**src/rtl/ds_tx_pkg.sv**
```systemverilog
package ds_tx_pkg;

   localparam int BYTE_W = 8;

   // control codes as {c1, c0}; c0 goes out first
   localparam logic [1:0] CODE_FCT = 2'b00;
   localparam logic [1:0] CODE_ESC = 2'b11;
   localparam logic [1:0] CODE_EOP = 2'b10;
   localparam logic [1:0] CODE_EEP = 2'b01;

   typedef enum logic [2:0] {
      SEL_NULL,
      SEL_NULLFCT,
      SEL_TCESC,
      SEL_TCDATA,
      SEL_FCT,
      SEL_HOST
   } sel_e;

   typedef enum logic [1:0] {
      FU_NONE,
      FU_FCT,
      FU_TIME
   } follow_e;

   // bits[0] is sent first
   typedef struct packed {
      logic [9:0] bits;
      logic       is_data;
      logic       pay_par;
   } char_t;

   function automatic char_t make_ctrl(input logic [1:0] code, input logic prev_par);
      char_t c;
      c.bits    = {6'b0, code[1], code[0], 1'b1, prev_par};
      c.is_data = 1'b0;
      c.pay_par = code[0] ^ code[1];
      return c;
   endfunction

   function automatic char_t make_data(input logic [BYTE_W-1:0] b, input logic prev_par);
      char_t c;
      c.bits    = {b, 1'b0, ~prev_par};
      c.is_data = 1'b1;
      c.pay_par = ^b;
      return c;
   endfunction

endpackage

```
**src/rtl/ds_tx_bitclk.sv**
```systemverilog
module ds_tx_bitclk #(
   parameter int DIV_W = 8
) (
   input  logic             clk,
   input  logic             rst_n,
   input  logic [DIV_W-1:0] div,
   output logic             tick
);

   generate
      if (DIV_W < 1) begin : g_bad_div
         $error("ds_tx_bitclk: DIV_W must be at least 1");
      end
   endgenerate

   logic [DIV_W-1:0] cnt;

   always_ff @(posedge clk or negedge rst_n) begin
      if (!rst_n)
         cnt <= '0;
      else if (cnt == '0)
         cnt <= div;
      else
         cnt <= cnt - 1'b1;
   end

   assign tick = (cnt == '0);


   bit_gap_chk: assert property (@(posedge clk) disable iff (!rst_n)
      (tick && div != '0) |=> !tick);

endmodule

```
**src/rtl/ds_tx_credit.sv**
```systemverilog
module ds_tx_credit #(
   parameter int ROOM_W   = 6,
   parameter int GRANT    = 8,
   parameter int CRED_MAX = 56
) (
   input  logic              clk,
   input  logic              rst_n,
   input  logic              clr,
   input  logic              fct_rcvd,
   input  logic              take,
   input  logic              fct_sent,
   input  logic              rx_taken,
   input  logic              fct_en,
   input  logic [ROOM_W-1:0] rx_room,
   output logic              has_credit,
   output logic              fct_due,
   output logic              cred_err
);

   localparam int CRED_W = $clog2(CRED_MAX + 1);
   localparam int SUM_W  = CRED_W + 1;
   localparam int PROM_W = ROOM_W + 1;
   localparam int CMP_W  = ROOM_W + 2;

   generate
      if (GRANT < 1 || CRED_MAX < GRANT) begin : g_bad_grant
         $error("ds_tx_credit: need 1 <= GRANT <= CRED_MAX");
      end
      if (ROOM_W < 1) begin : g_bad_room
         $error("ds_tx_credit: ROOM_W must be at least 1");
      end
   endgenerate

   logic [CRED_W-1:0] credit, credit_nx;
   logic [SUM_W-1:0]  granted;
   logic              over;
   logic [PROM_W-1:0] promised, promised_nx;

   always_comb begin
      granted   = {1'b0, credit} + (fct_rcvd ? SUM_W'(GRANT) : '0);
      over      = fct_rcvd && (granted > SUM_W'(CRED_MAX));
      credit_nx = over ? credit - CRED_W'(take)
                       : granted[CRED_W-1:0] - CRED_W'(take);
      promised_nx = promised + (fct_sent ? PROM_W'(GRANT) : '0)
                             - PROM_W'(rx_taken && promised != '0);
   end

   always_ff @(posedge clk or negedge rst_n) begin
      if (!rst_n) begin
         credit   <= '0;
         promised <= '0;
         cred_err <= 1'b0;
      end else if (clr) begin
         credit   <= '0;
         promised <= '0;
         cred_err <= 1'b0;
      end else begin
         credit   <= credit_nx;
         promised <= promised_nx;
         cred_err <= over;
      end
   end

   assign has_credit = (credit != '0);
   assign fct_due    = fct_en &&
                       (CMP_W'(rx_room) >= CMP_W'(promised) + CMP_W'(GRANT));


   credit_cap_chk: assert property (@(posedge clk) disable iff (!rst_n)
      credit <= CRED_W'(CRED_MAX));


   take_needs_credit_chk: assert property (@(posedge clk) disable iff (!rst_n)
      take |-> credit != '0);


   grant_adds_chk: assert property (@(posedge clk) disable iff (!rst_n)
      (!clr && fct_rcvd && !take && credit == '0) |=> credit == CRED_W'(GRANT));


   over_keeps_chk: assert property (@(posedge clk) disable iff (!rst_n)
      (!clr && fct_rcvd && !take && credit == CRED_W'(CRED_MAX))
      |=> (cred_err && credit == CRED_W'(CRED_MAX)));


   fct_promise_chk: assert property (@(posedge clk) disable iff (!rst_n)
      fct_sent |-> fct_due);

endmodule

```
**src/rtl/ds_tx_line.sv**
```systemverilog
module ds_tx_line (
   input  logic clk,
   input  logic rst_n,
   input  logic tick,
   input  logic run,
   input  logic bit_in,
   output logic ds_d,
   output logic ds_s
);

   always_ff @(posedge clk or negedge rst_n) begin
      if (!rst_n) begin
         ds_d <= 1'b0;
         ds_s <= 1'b0;
      end else if (tick) begin
         if (run) begin
            ds_d <= bit_in;
            ds_s <= ds_s ^ (bit_in ~^ ds_d);
         end else if (ds_d) begin
            ds_d <= 1'b0;
         end else begin
            ds_s <= 1'b0;
         end
      end
   end


   one_edge_chk: assert property (@(posedge clk) disable iff (!rst_n)
      (tick && run) |=> ($countones({ds_d ^ $past(ds_d), ds_s ^ $past(ds_s)}) == 1));


   hold_chk: assert property (@(posedge clk) disable iff (!rst_n)
      !tick |=> ($stable(ds_d) && $stable(ds_s)));


   quiet_chk: assert property (@(posedge clk) disable iff (!rst_n)
      (!run && !ds_d && !ds_s) |=> (!ds_d && !ds_s));

endmodule

```
**src/rtl/ds_credit_tx.sv**
```systemverilog
module ds_credit_tx
   import ds_tx_pkg::*;
#(
   parameter int DIV_W    = 8,
   parameter int ROOM_W   = 6,
   parameter int GRANT    = 8,
   parameter int CRED_MAX = 56
) (
   input  logic              clk,
   input  logic              rst_n,
   input  logic              tx_en,
   input  logic [DIV_W-1:0]  div,
   input  logic              fct_en,
   input  logic [ROOM_W-1:0] rx_room,
   input  logic              rx_taken,
   input  logic              fct_rcvd,
   input  logic              tick_in,
   input  logic [1:0]        ctrl_in,
   input  logic [5:0]        time_in,
   input  logic              wr_valid,
   input  logic              wr_flag,
   input  logic [7:0]        wr_data,
   output logic              wr_ready,
   output logic              cred_err,
   output logic              ds_d,
   output logic              ds_s
);

   localparam int LEFT_W    = 4;
   localparam int CTRL_LAST = 3;
   localparam int DATA_LAST = 9;

   logic              tick;
   logic              boundary;
   logic [8:0]        sh;
   logic [LEFT_W-1:0] left;
   logic              prev_par;
   logic              sent_any;
   follow_e           follow;
   logic              tc_pend;
   logic [7:0]        tc_byte;
   logic              has_credit, fct_due;
   sel_e              sel;
   char_t             nc;
   logic              take, fct_sent, bit_out;

   ds_tx_bitclk #(.DIV_W(DIV_W)) u_bitclk (
      .clk  (clk),
      .rst_n(rst_n),
      .div  (div),
      .tick (tick)
   );

   assign boundary = tick && tx_en && (left == '0);

   // service order at a character boundary
   always_comb begin
      if (follow == FU_FCT)       sel = SEL_NULLFCT;
      else if (follow == FU_TIME) sel = SEL_TCDATA;
      else if (!sent_any)         sel = SEL_NULL;
      else if (tc_pend)           sel = SEL_TCESC;
      else if (fct_due)           sel = SEL_FCT;
      else if (wr_valid && has_credit) sel = SEL_HOST;
      else                        sel = SEL_NULL;

      case (sel)
         SEL_NULLFCT, SEL_FCT: nc = make_ctrl(CODE_FCT, prev_par);
         SEL_TCDATA:           nc = make_data(tc_byte, prev_par);
         SEL_HOST:             nc = wr_flag ? make_ctrl(wr_data[0] ? CODE_EEP : CODE_EOP, prev_par)
                                            : make_data(wr_data, prev_par);
         default:              nc = make_ctrl(CODE_ESC, prev_par);
      endcase
   end

   assign take     = boundary && (sel == SEL_HOST);
   assign fct_sent = boundary && (sel == SEL_FCT);
   assign wr_ready = take;
   assign bit_out  = boundary ? nc.bits[0] : sh[0];

   always_ff @(posedge clk or negedge rst_n) begin
      if (!rst_n) begin
         sh       <= '0;
         left     <= '0;
         prev_par <= 1'b0;
         sent_any <= 1'b0;
         follow   <= FU_NONE;
         tc_pend  <= 1'b0;
         tc_byte  <= '0;
      end else if (!tx_en) begin
         sh       <= '0;
         left     <= '0;
         prev_par <= 1'b0;
         sent_any <= 1'b0;
         follow   <= FU_NONE;
         tc_pend  <= 1'b0;
      end else begin
         if (boundary) begin
            sh       <= nc.bits[9:1];
            left     <= nc.is_data ? LEFT_W'(DATA_LAST) : LEFT_W'(CTRL_LAST);
            prev_par <= nc.pay_par;
            sent_any <= 1'b1;
            if (sel == SEL_NULL)       follow <= FU_FCT;
            else if (sel == SEL_TCESC) follow <= FU_TIME;
            else                       follow <= FU_NONE;
            if (sel == SEL_TCESC) tc_pend <= 1'b0;
         end else if (tick && left != '0) begin
            sh   <= sh >> 1;
            left <= left - 1'b1;
         end
         if (tick_in) begin
            tc_pend <= 1'b1;
            tc_byte <= {ctrl_in, time_in};
         end
      end
   end

   ds_tx_credit #(
      .ROOM_W  (ROOM_W),
      .GRANT   (GRANT),
      .CRED_MAX(CRED_MAX)
   ) u_credit (
      .clk       (clk),
      .rst_n     (rst_n),
      .clr       (!tx_en),
      .fct_rcvd  (fct_rcvd),
      .take      (take),
      .fct_sent  (fct_sent),
      .rx_taken  (rx_taken),
      .fct_en    (fct_en),
      .rx_room   (rx_room),
      .has_credit(has_credit),
      .fct_due   (fct_due),
      .cred_err  (cred_err)
   );

   ds_tx_line u_line (
      .clk   (clk),
      .rst_n (rst_n),
      .tick  (tick),
      .run   (tx_en),
      .bit_in(bit_out),
      .ds_d  (ds_d),
      .ds_s  (ds_s)
   );


   ready_needs_valid_chk: assert property (@(posedge clk) disable iff (!rst_n)
      wr_ready |-> wr_valid);


   time_first_chk: assert property (@(posedge clk) disable iff (!rst_n)
      (boundary && follow == FU_NONE && sent_any && tc_pend) |-> (!wr_ready && !fct_sent));


   first_null_chk: assert property (@(posedge clk) disable iff (!rst_n)
      (boundary && !sent_any) |=> (follow == FU_FCT));

endmodule

```
**config.mk**
```make
export PLATFORM = sky130hd
export DESIGN_NAME = ds_credit_tx
export DESIGN_NICKNAME = d
export VERILOG_FILES = /design/src/rtl/ds_tx_pkg.sv /design/src/rtl/ds_tx_bitclk.sv /design/src/rtl/ds_tx_credit.sv /design/src/rtl/ds_tx_line.sv /design/src/rtl/ds_credit_tx.sv
export SDC_FILE = /design/constraint.sdc
export NUM_CORES = 1
export LEC_CHECK = 0
export ABC_AREA = 1
export BUFFER_PORTS_ARGS = -buffer_cell sky130_fd_sc_hd__buf_2
export CORE_UTILIZATION = 40
export CTS_BUF_LIST = sky130_fd_sc_hd__clkbuf_8
export CTS_CLUSTER_SIZE = 8
export DETAILED_ROUTE_END_ITERATION = 8
export SKIP_LAST_GASP = 1
export SYNTH_ARGS = -nofsm -noshare
export SYNTH_HDL_FRONTEND = slang
export SYNTH_SLANG_ARGS = --single-unit
```
**constraint.sdc**
```tcl
create_clock -name clk -period 4.4 [get_ports clk]
set_input_delay 0 -clock clk [delete_from_list [all_inputs] [get_ports clk]]
set_output_delay 0 -clock clk [all_outputs]
set_load 0.005 [all_outputs]
```
==> results.txt <==
Syn nets: 478
Maxcap violations: 0
Io pins: 43
Gpl congestion: 0.887
# resized after CTS: 0
Crit Path Class: reg2reg
Die Y: 92.3 um
Drt total wl: 6710 um
Routed Antenna Nets: 0
First-pass GRT wire length: 12200 um
Commonest cells post-synth: nand2_1, inv_1, dfrtp_1, nor2_1, ha_1
Final Max Slew Viols: 0
Register area share after synthesis: 0.384
Hold-fix buffers, CTS: 17
Setup TNS: 0 ps
Ys flop type: dfrtp_1
Min cycle time layout: 3380 ps
Fin crit share: 0.768
WL per Instance: 11.6 um
Initial Util: 0.417
Crit start category: flip-flop
Status: completed
Vias in the first global route: 2794
Clk_lat worst skew: 310 ps
Gate count of the mapped netlist: 414
RSZ-0062 raised after global routing: false
Hpwl dp: 5100 um
Antenna Cells: 0
Share of cells above drive strength 1: 0.157
Cts bufs inserted: 5
Fmax: 0.296 GHz
Iter 0 DRT Violations: 127
Clock Pin Slew Worst Setup and Hold Paths: 90 ps
# clock sinks: 50
Share of the synthesized area in the top cell type: 0.384
IO buf count: 42
Seq cells post-synth: 50
Max Buffers Root-to-Sink: 2
CTS tree: yes
Final setup violation count: 0
Count of different cell masters after synthesis: 42
Row cnt: 32
Drt first pass iters: 4
Vias: 2758
Clock root buffer: clkbuf_8
Final design utilization: 0.493
Ys Warns: 0
GRT Total Usage: 0.179
Vias per cell: 4.76
CTS H-tree depth: 2
HP Start: wr_data[7]
GRT Residual Overflow: 0
Post-synth ARST share: 1.00
Final nets: 541
Largest net degree at the start of global routing: 51
Pwr Density: 394 mW/mm^2
Area overhead of the layout relative to synthesis: 18.2%
Worst slew margin: 0.574
Syn Area/Cell: 7.87 um^2
Type of the tightest min-delay check: in2reg
Drc violations: 0
CP max FO: 5
Synthesized area: 0.00326 mm^2
Synth area leaders: dfrtp_1, nand2_1, ha_1
Post-synth EDFFs: 0
Die Area: 0.00851 mm^2
Die Wd: 92.3 um
Reg-to-reg startpoint: u_credit.promised[3]
Leading area contributor after synthesis: dfrtp_1
CP Data Arrival Time: 3580 ps
Most common cell in the netlist: nand2_1
Initial antenna violation count: 0
Placeable core area: 0.00781 mm^2
Worst-Margin Slew: 639 ps
Post-CTS Setup Inserts: 0
Data required time at the worst endpoint: 4600 ps
P_leak: 2.02 nW
Layout Skew: 6.73 ps
Final hold vios: 0
Critical path capture point type: flip-flop
Critical Path Source: u_credit.promised[3]
Worst VDD drop: 0.142 mV
==> where the power goes <==
group          internal, mW  switching (mW)  total, mW
logic                 0.266           0.356      0.622
clock network         0.127           0.152      0.279
registers             0.545          0.0698      0.615
==> layout make-up <==
| type | count | area [um^2] |
|---|---|---|
| clock buffers | 6 | 82.6 |
| clock inverters | 2 | 12.5 |
| fillers | 761 | 3960 |
| inverters | 60 | 226 |
| multi-input cells | 300 | 1760 |
| flip-flops and latches | 50 | 1250 |
| well taps | 102 | 128 |
| repair buffers | 60 | 388 |
==> critical path, cell delays in order, from the launching register on <==
cell and delay (ps):
dfrtp_1 440, ha_1 240, xnor2_1 140, ha_1 300, a21oi_1 70, or2_1 220
nand2_1 90, nand2_2 80, nand2_1 120, nand2_1 120, inv_1 80, nand4_1 70
ha_1 280, inv_1 30, ha_1 260, inv_1 60, nor2_1 150, nor2_1 50
nor2_1 120, nor2_1 50, nor2_1 80, nor2_1 50, o21ai_0 130, a21oi_1 50
==> metrics by stage <==
step	instances	instance area [um^2]	worst slack (ps)	power (mW)	hold WS (ps)
final	580	3850	1020	1.52	17.4
after global routing	580	3850	651	1.67	24.4
after CTS	580	3850	1010	1.54	11.8
after detailed placement	555	3590	1020	1.24	163
after global placement	555	3590	1140	1.21	159
after floorplan	414	3260	1280	1.08	-296
==> worst paths after layout <==
path	cells after the start	endpoint	slack [ps]
max	23	u_credit.promised[6]	1020
min	5	sh[8]	20
max reg2reg	23	u_credit.promised[6]	1020
min reg2reg	1	u_bitclk.cnt[0]	480
max in group asynchronous	3	follow[1]	3640
min in group asynchronous	3	u_bitclk.cnt[4]	330
==> placed cells by master, fill, tap and decap left out, types with 2 or more instances in the layout <==
cell type and n:
nand3_2 2, nand2_4 3, inv_1 57, nor2_1 50
dlygate4sd3_1 17, ha_1 24, nor2_2 3, a21oi_1 19
nand3b_1 2, o21ai_2 2, nand4_1 2, dfrtp_1 50
xnor2_1 15, clkbuf_8 6, nor3_1 3, nand2_1 104
nor2_4 4, o22ai_1 10, o21ai_0 18, nand3_1 14
clkinv_2 2, xor2_1 7, buf_2 42
==> cell families (layout without fill, tap and decap cells) <==
logic type               count (synthesis)  after routing  share of synthesized area
flip-flops                              50             50                      0.384
AO/OA/AOI/OAI                           58             58                      0.109
adder cells (fa/ha/maj)                 25             25                     0.0983
XOR/XNOR                                22             22                     0.0591
AND/OR/NAND/NOR                        194            194                      0.271
buffers and inverters                   64            128                     0.0752
multiplexers                             1              1                    0.00345
==> sequential cells by signal, indices dropped and copies added (netlist names), 2 cells and up <==
name and count:
u_credit.promised 7, tc_byte 8, u_bitclk.cnt 8, sh 9, left 4, u_credit.credit 6, follow 2
==> layer usage <==
layer	global-route usage	vias to the layer above	routed length [um]
met4	0.0586	0	108
met3	0.0290	9	281
met2	0.302	55	3180
met5	0	-	0
li1	-	1441	-
met1	0.233	1253	3150
Power figures use the tool's default switching activity.
